### src/rtl/dbrq_pkg.sv
package dbrq_pkg;

    parameter int CFG_W = 16;
    parameter int LVL_W = 3;
    parameter int ID_W  = 3;

    localparam int MODE_LSB = 13;
    localparam int MASK_LSB = 8;
    localparam int ID_LSB   = 4;
    localparam int IE_BIT   = 1;

    typedef enum logic [1:0] {
        FRZ_IGNORE = 2'b00,
        FRZ_RSV_A  = 2'b01,
        FRZ_STOP   = 2'b10,
        FRZ_RSV_B  = 2'b11
    } frz_mode_e;

    typedef struct packed {
        frz_mode_e        mode;
        logic [LVL_W-1:0] mask;
        logic [ID_W-1:0]  prio;
        logic             err_ie;
    } cfg_t;

    function automatic cfg_t cfg_decode(input logic [CFG_W-1:0] w);
        cfg_t c;
        c.mode   = frz_mode_e'(w[MODE_LSB +: 2]);
        c.mask   = w[MASK_LSB +: LVL_W];
        c.prio   = w[ID_LSB +: ID_W];
        c.err_ie = w[IE_BIT];
        return c;
    endfunction

    function automatic logic [CFG_W-1:0] cfg_encode(input cfg_t c);
        logic [CFG_W-1:0] w;
        w = '0;
        w[MODE_LSB +: 2]     = c.mode;
        w[MASK_LSB +: LVL_W] = c.mask;
        w[ID_LSB +: ID_W]    = c.prio;
        w[IE_BIT]            = c.err_ie;
        return w;
    endfunction

    localparam logic [CFG_W-1:0] CFG_LIVE_BITS = cfg_encode('{FRZ_RSV_B, '1, '1, 1'b1});

endpackage

### src/rtl/dbrq_cfg_reg.sv
module dbrq_cfg_reg
    import dbrq_pkg::*;
(
    input  logic             clk,
    input  logic             rst,
    input  logic             wr,
    input  logic [CFG_W-1:0] wdata,
    output cfg_t             cfg,
    output logic [CFG_W-1:0] rdata
);
    cfg_t cfg_q;

    always_ff @(posedge clk) begin
        if (rst) begin
            cfg_q <= '{FRZ_IGNORE, '0, '0, 1'b0};
        end else if (wr) begin
            cfg_q <= cfg_decode(wdata);
        end
    end

    logic unused_rsv;
    assign unused_rsv = ^(wdata & ~CFG_LIVE_BITS);

    assign cfg   = cfg_q;
    assign rdata = cfg_encode(cfg_q);
endmodule

### src/rtl/dbrq_req_gate.sv
module dbrq_req_gate
    import dbrq_pkg::*;
(
    input  logic             clk,
    input  logic             rst,
    input  frz_mode_e        mode,
    input  logic [LVL_W-1:0] mask,
    input  logic             raw_req,
    input  logic             freeze_in,
    input  logic [LVL_W-1:0] irq_level,
    input  logic             xfer_busy,
    input  logic             xfer_ack,
    output logic             bus_req
);
    logic frozen_q;
    logic frozen_d;
    logic lvl_block;
    logic req_q;

    // Freeze takes hold at a transfer boundary and persists while freeze_in stays high
    assign frozen_d  = (mode == FRZ_STOP) && freeze_in &&
                       (frozen_q || !xfer_busy || xfer_ack);
    assign lvl_block = irq_level > mask;

    always_ff @(posedge clk) begin
        if (rst) begin
            frozen_q <= 1'b0;
            req_q    <= 1'b0;
        end else begin
            frozen_q <= frozen_d;
            req_q    <= raw_req && !lvl_block && !frozen_d;
        end
    end

    assign bus_req = req_q;
endmodule

### src/rtl/dbrq_err_status.sv
module dbrq_err_status (
    input  logic clk,
    input  logic rst,
    input  logic bus_err,
    input  logic bus_grant,
    input  logic clr_wr,
    input  logic clr_bit,
    input  logic err_ie,
    output logic status,
    output logic irq
);
    logic sts_q;
    logic set_now;
    logic clr_now;

    assign set_now = bus_err && bus_grant;
    assign clr_now = clr_wr && clr_bit;

    always_ff @(posedge clk) begin
        if (rst) begin
            sts_q <= 1'b0;
        end else if (set_now) begin
            sts_q <= 1'b1;
        end else if (clr_now) begin
            sts_q <= 1'b0;
        end
    end

    assign status = sts_q;
    assign irq    = sts_q && err_ie;
endmodule

### src/rtl/dma_req_qualifier.sv
module dma_req_qualifier
    import dbrq_pkg::*;
(
    input  logic             clk,
    input  logic             rst,
    input  logic             cfg_wr,
    input  logic [CFG_W-1:0] cfg_wdata,
    output logic [CFG_W-1:0] cfg_rdata,
    input  logic             sts_wr,
    input  logic             sts_wdata,
    input  logic             raw_req,
    input  logic             freeze_in,
    input  logic [LVL_W-1:0] irq_level,
    input  logic             xfer_busy,
    input  logic             xfer_ack,
    input  logic             bus_grant,
    input  logic             bus_err,
    output logic             bus_req,
    output logic [ID_W-1:0]  arb_id,
    output logic             err_status,
    output logic             err_irq
);
    cfg_t cfg;

    dbrq_cfg_reg u_cfg (
        .clk   (clk),
        .rst   (rst),
        .wr    (cfg_wr),
        .wdata (cfg_wdata),
        .cfg   (cfg),
        .rdata (cfg_rdata)
    );

    dbrq_req_gate u_gate (
        .clk       (clk),
        .rst       (rst),
        .mode      (cfg.mode),
        .mask      (cfg.mask),
        .raw_req   (raw_req),
        .freeze_in (freeze_in),
        .irq_level (irq_level),
        .xfer_busy (xfer_busy),
        .xfer_ack  (xfer_ack),
        .bus_req   (bus_req)
    );

    dbrq_err_status u_err (
        .clk       (clk),
        .rst       (rst),
        .bus_err   (bus_err),
        .bus_grant (bus_grant),
        .clr_wr    (sts_wr),
        .clr_bit   (sts_wdata),
        .err_ie    (cfg.err_ie),
        .status    (err_status),
        .irq       (err_irq)
    );

    assign arb_id = cfg.prio;
endmodule

### config.mk
export PLATFORM = sky130hd
export DESIGN_NAME = dma_req_qualifier
export DESIGN_NICKNAME = d
export VERILOG_FILES = /design/src/rtl/dbrq_pkg.sv /design/src/rtl/dbrq_cfg_reg.sv /design/src/rtl/dbrq_req_gate.sv /design/src/rtl/dbrq_err_status.sv /design/src/rtl/dma_req_qualifier.sv
export SDC_FILE = /design/constraint.sdc
export NUM_CORES = 1
export LEC_CHECK = 0
export ABC_AREA = 1
export BUFFER_PORTS_ARGS = -buffer_cell sky130_fd_sc_hd__buf_2
export CELL_PAD_IN_SITES_DETAIL_PLACEMENT = 1
export CELL_PAD_IN_SITES_GLOBAL_PLACEMENT = 2
export CORE_UTILIZATION = 18
export CTS_BUF_LIST = sky130_fd_sc_hd__clkbuf_2 sky130_fd_sc_hd__clkbuf_4 sky130_fd_sc_hd__clkbuf_8
export CTS_CLUSTER_SIZE = 40
export DETAILED_ROUTE_END_ITERATION = 10
export GPL_TIMING_DRIVEN = 0
export PLACE_DENSITY = 0.85
export SETUP_SLACK_MARGIN = 0.4
export SLEW_MARGIN = 20
export SYNTH_ARGS = -nofsm -noshare
export SYNTH_HDL_FRONTEND = slang
export SYNTH_SLANG_ARGS = --single-unit
### constraint.sdc
create_clock -name clk -period 1.5 [get_ports clk]
set_input_delay 0.3 -clock clk [delete_from_list [all_inputs] [get_ports clk]]
set_output_delay 0.3 -clock clk [all_outputs]
set_load 0.005 [all_outputs]
=== Word level (Yosys, flattened, before mapping) ===
Cells that the tools add are included.

* Memory bits (writable): 0
* Memory bits (read-only): 0
* Bits in latches: 0
* Bits of input ports: 30
* Output and inout bits: 22
* Memories: 0
* Register bits after elaboration: 12
* Logic and storage cells: 24

* Equal/unequal tests: 1
* Shifts and indexed selects: 0
* Reductions and logical operators: 13
* Div/mod/pow operators: 0
* Add/sub/neg operators: 0
* Multiply operators: 0
* Bitwise gates (word level): 0
* Multiplexer cells: 2
* Order comparisons: 1

{| class="wikitable"
|+ Operator list
! operator !! count
|-
| $logic_and A1 B1 Y1 || 7
|-
| $gt A3 B3 Y1 || 1
|-
| $logic_not A1 Y1 || 3
|-
| $eq A2 B2 Y1 const B || 1
|-
| $logic_or A1 B1 Y1 || 2
|-
| $mux W1 || 2
|-
| $reduce_bool A2 Y1 || 1
|}

=== Logic depth before layout (Yosys ltp) ===
* Depth in word-level cells: 6
* Depth in mapped cells: 7
* Depth with buffers taken out: 7

=== By module ===
From an unflattened synthesis, not the netlist that was laid out.

* Cell total of the unflattened synthesis: 110
* Area, all modules: 724.4 µm²

{| class="wikitable"
|+ Modules (own cells, without submodules)
! module !! cells an instance !! instances !! area an instance (µm²) !! seq. area each (µm²)
|-
| dbrq_cfg_reg || 74 || 1 || 505.5 || 180.2
|-
| dbrq_req_gate || 29 || 1 || 171.4 || 40.0
|-
| dbrq_err_status || 7 || 1 || 47.5 || 20.0
|}

=== Least setup slack after synthesis ===
OpenSTA, ideal clock, no wires.

* Kind: register -> register
* From: reg u_cfg.cfg_q, in the netlist u_cfg.cfg[6]
* To: reg u_gate.req_q (netlist: u_gate.bus_req)
* Arrival: 0.941 ns
* Buffers on the path: 0
* Library setup time: 0.111 ns
* Data required time: 1.389 ns
* Path slack: 0.447 ns
* Stages on the path, launching flop included: 8
* Clock period less this slack: 1.053 ns
* Cells stage by stage: dfxtp_1 > inv_1 > ha_1 > nand2_1 > nor2_1 > nor2_1 > nor2_1 > nor2_1

* Longest elaborated chain between the ends: 4

{| class="wikitable"
|+ RTL lines
! element !! RTL line !! RTL
|-
| from (decl) || dbrq_cfg_reg.sv:11 || <nowiki>cfg_t cfg_q;</nowiki>
|-
| from (signal assigned) || dbrq_cfg_reg.sv:15 || <nowiki>cfg_q <= '{FRZ_IGNORE, '0, '0, 1'b0};</nowiki>
|-
| from (signal assigned) || dbrq_cfg_reg.sv:17 || <nowiki>cfg_q <= cfg_decode(wdata);</nowiki>
|-
| $gt A3 B3 Y1 || dbrq_req_gate.sv:23 || <nowiki>assign lvl_block = irq_level > mask;</nowiki>
|-
| $logic_not A1 Y1 || dbrq_req_gate.sv:31 || <nowiki>req_q <= raw_req && !lvl_block && !frozen_d;</nowiki>
|-
| $logic_and A1 B1 Y1 (2 in series) || dbrq_req_gate.sv:31 ||
|-
| to (signal assigned) || dbrq_req_gate.sv:31 ||
|-
| to (decl) || dbrq_req_gate.sv:18 || <nowiki>logic req_q;</nowiki>
|}

Every way passes these cells.
A chain may end at the register's enable or synchronous reset.

=== Worst setup path after layout ===
* From: reg u_cfg.cfg_q, in the netlist u_cfg.cfg[0]
* To: out cfg_rdata[1]

{| class="wikitable"
|+ RTL lines
! element !! RTL line !! RTL
|-
| to (decl) || dma_req_qualifier.sv:8 || <nowiki>output logic [CFG_W-1:0] cfg_rdata,</nowiki>
|}

No word-level cell between the ends.

==> impl_metrics.csv <==
group,metric,value,unit
run_status,status,"complete, but fails checks",
run_status,violations,"DRC",
cells_and_area,finish.net_count,168,
synthesis,syn_area_per_cell,7.448,µm²
cells_and_area,area_growth,65.80,%
floorplan,die_w,60.96,µm
timing,period_share,75.93,%
route,wire_per_inst,9.694,µm
timing,fmax,878.1,MHz
clock_tree,h-tree-depth,1,
route,drt_iter0_drc,13,
critical_path,cp.arrival,0.84,ns
route,via_per_inst,3.661,
grt,grt.overflow.total,0,
grt,grt_first_pass_wirelength,2580,µm
worst_hold_path,hold_path.class,"input pin to flop",
clock_tree,cts.sinks,12,
route,num_vias,659,
cells_and_area,drive_gt1_share,56.72,%
floorplan,num_rows,21,
synthesis,synth.distinct_cells,13,
clock_tree,cts_root_buf,"clkbuf_4",
floorplan,die_height,60.96,µm
critical_path,critPathLaunchType,"flop",
timing,hold_slack,0.2223,ns
clock_tree,cts_tree,"built",
timing,setup_viol,0,
critical_path,end_kind,"output port",
timing,period_needed,1.139,ns
timing,drv_slew,0,
cells_and_area,final_core_util,31.08,%
pwr,p_leak,0.5570,nW
critical_path,path_class,"flop to output port",
clock_tree,clk_pin_slew_worst_paths,0.08,ns
grt,track_usage,9.774,%
job,drv_cap,0,
timing,rsz0062_at_grt,"true",
floorplan,dieArea,3716,µm²
timing,fin_skew,0.0004973,ns
placed_design,dp_hpwl,1372,µm
route,dr.pass1.iters,6,
route,wirelength,1745,µm
pwr,powerDensity,775.9,nW/µm²
grt,grt_max_degree,11,
synthesis,yosysSeqAreaShare,38.40,%
clock_tree,worst_skew_pair.late_latency,0.27,ns
floorplan,io_pins,52,
pwr,total_power,0.8048,mW
clock_tree,cts_buffers,3,
synthesis,ys_ff_latch,12,
timing,hold_viol,0,
synthesis,mappedNetlistArea,625.6,µm²
cells_and_area,n_antenna_cell,0,
route,drtAntennaViolNets,0,
critical_path,required,1.20,ns
grt,grt_pass1_vias,628,
cells_and_area,stdcell_count,180,
floorplan,core-area,3337,µm²
grt,antenna_found_initial,0,
placed_design,io_buffers,37,
clock_tree,clock_path_buffers,2,
route,drcViolationCount,2,
synthesis,yosys_warnings,0,
synthesis,postSynthCellCount,84,
placed_design,routabilityCongestion,0.6616,
critical_path,crit_fanout,3,
floorplan,initial_core_util,18.75,%
timing,setup_tns,0,ns
placed_design,dp_cells,173,
pwr,vdd_drop_max,352.0,µV
-- power by group --
group	switching, mW	total [mW]	leakage (nW)	internal [mW]
clock	0.113	0.260	0.0210	0.147
combinational	0.0843	0.192	0.434	0.108
sequential	0.0124	0.352	0.102	0.340
-- per-stage QoR --
| step | instance area [µm²] | setup WS, ns |
|---|---|---|
| final | 1037 | 0.3611 |
| after global routing | 1037 | 0.3290 |
| after detailed placement | 890.9 | 0.3362 |
| after global placement | 890.9 | 0.3932 |
| after CTS | 1013 | 0.3423 |
| after floorplan | 648.1 | 0.4472 |
-- cells in the mapped netlist, drive strengths merged --
cell type / number / area, µm²
a21oi: 7 / 35.03
nand3b: 1 / 7.510
nor2: 11 / 41.29
conb: 1 / 3.750
a211oi: 3 / 37.54
nand2: 22 / 82.58
ha: 3 / 37.54
dfxtp: 12 / 240.2
inv: 11 / 41.29
buf: 13 / 98.84
-- layout by cell type, fill, tap and decap left out --
cell,n
buf_2,34
nand2_1,21
buf_4,11
nor2_1,10
dfxtp_2,9
inv_1,8
buf_6,8
a21oi_1,7
conb_1,7
inv_2,3
a211oi_2,3
clkbuf_4,3
dfxtp_1,3
ha_4,2
nand3b_1,1
nand2_4,1
nor2_4,1
ha_1,1
clkbuf_8,1
-- kinds of logic after synthesis --
logic type,share of synthesized area [%]
AND/OR/NAND/NOR,21.00
buffers and inverters,22.40
flip-flops,38.40
AO/OA/AOI/OAI,11.60
adder cells (fa/ha/maj),6.001
other,0.5994
-- final cells by class --
cell class / instances / area [µm²]
well taps: 46 / 57.56
flip-flops and latches: 12 / 251.5
clock buffers: 4 / 36.28
plain buffers: 13 / 110.1
fillers: 445 / 2300
multi-input cells: 54 / 307.8
inverters: 11 / 41.29
repair buffers: 40 / 232.7
-- timing repair --
| action | CTS | global route |
|---|---|---|
| setup endpoints to repair | 6 | 8 |
| resized for setup | 18 | 6 |
| hold endpoints to repair | 0 | 0 |
| buffers inserted | 2 | 1 |
| cloned | 0 | 0 |
| pin swaps | 4 | 4 |
| hold buffers | 0 | 0 |
-- state kept, by name (all words and copies together), names as in the netlist --
| name | cells |
|---|---|
| u_cfg.cfg | 9 |
| u_gate.bus_req | 1 |
| u_err.status | 1 |
| u_gate.frozen_q | 1 |
-- metal layers --
layer	vias to the layer above	wire length [µm]	GRT usage (%)
met3	0	134	4.904
met2	26	982	18.37
met5	-	0	0
li1	340	-	-
met4	0	0	0.9740
met1	293	628	10.04
-- critical path, stage by stage, from the launching register on --
cell	delay, ns
dfxtp_2	0.34
buf_4	0.13
buf_6	0.10
-- worst paths after layout --
check	start	to	slack, ns	cells past startpoint
min reg2reg	u_err.status	u_err.status	0.47	2
min	rst	u_cfg.cfg[7]	0.22	2
max reg2reg	u_cfg.cfg[6]	u_gate.bus_req	0.44	7
max	u_cfg.cfg[0]	cfg_rdata[1]	0.36	2
No activity file was read; power rests on OpenSTA's default activity.
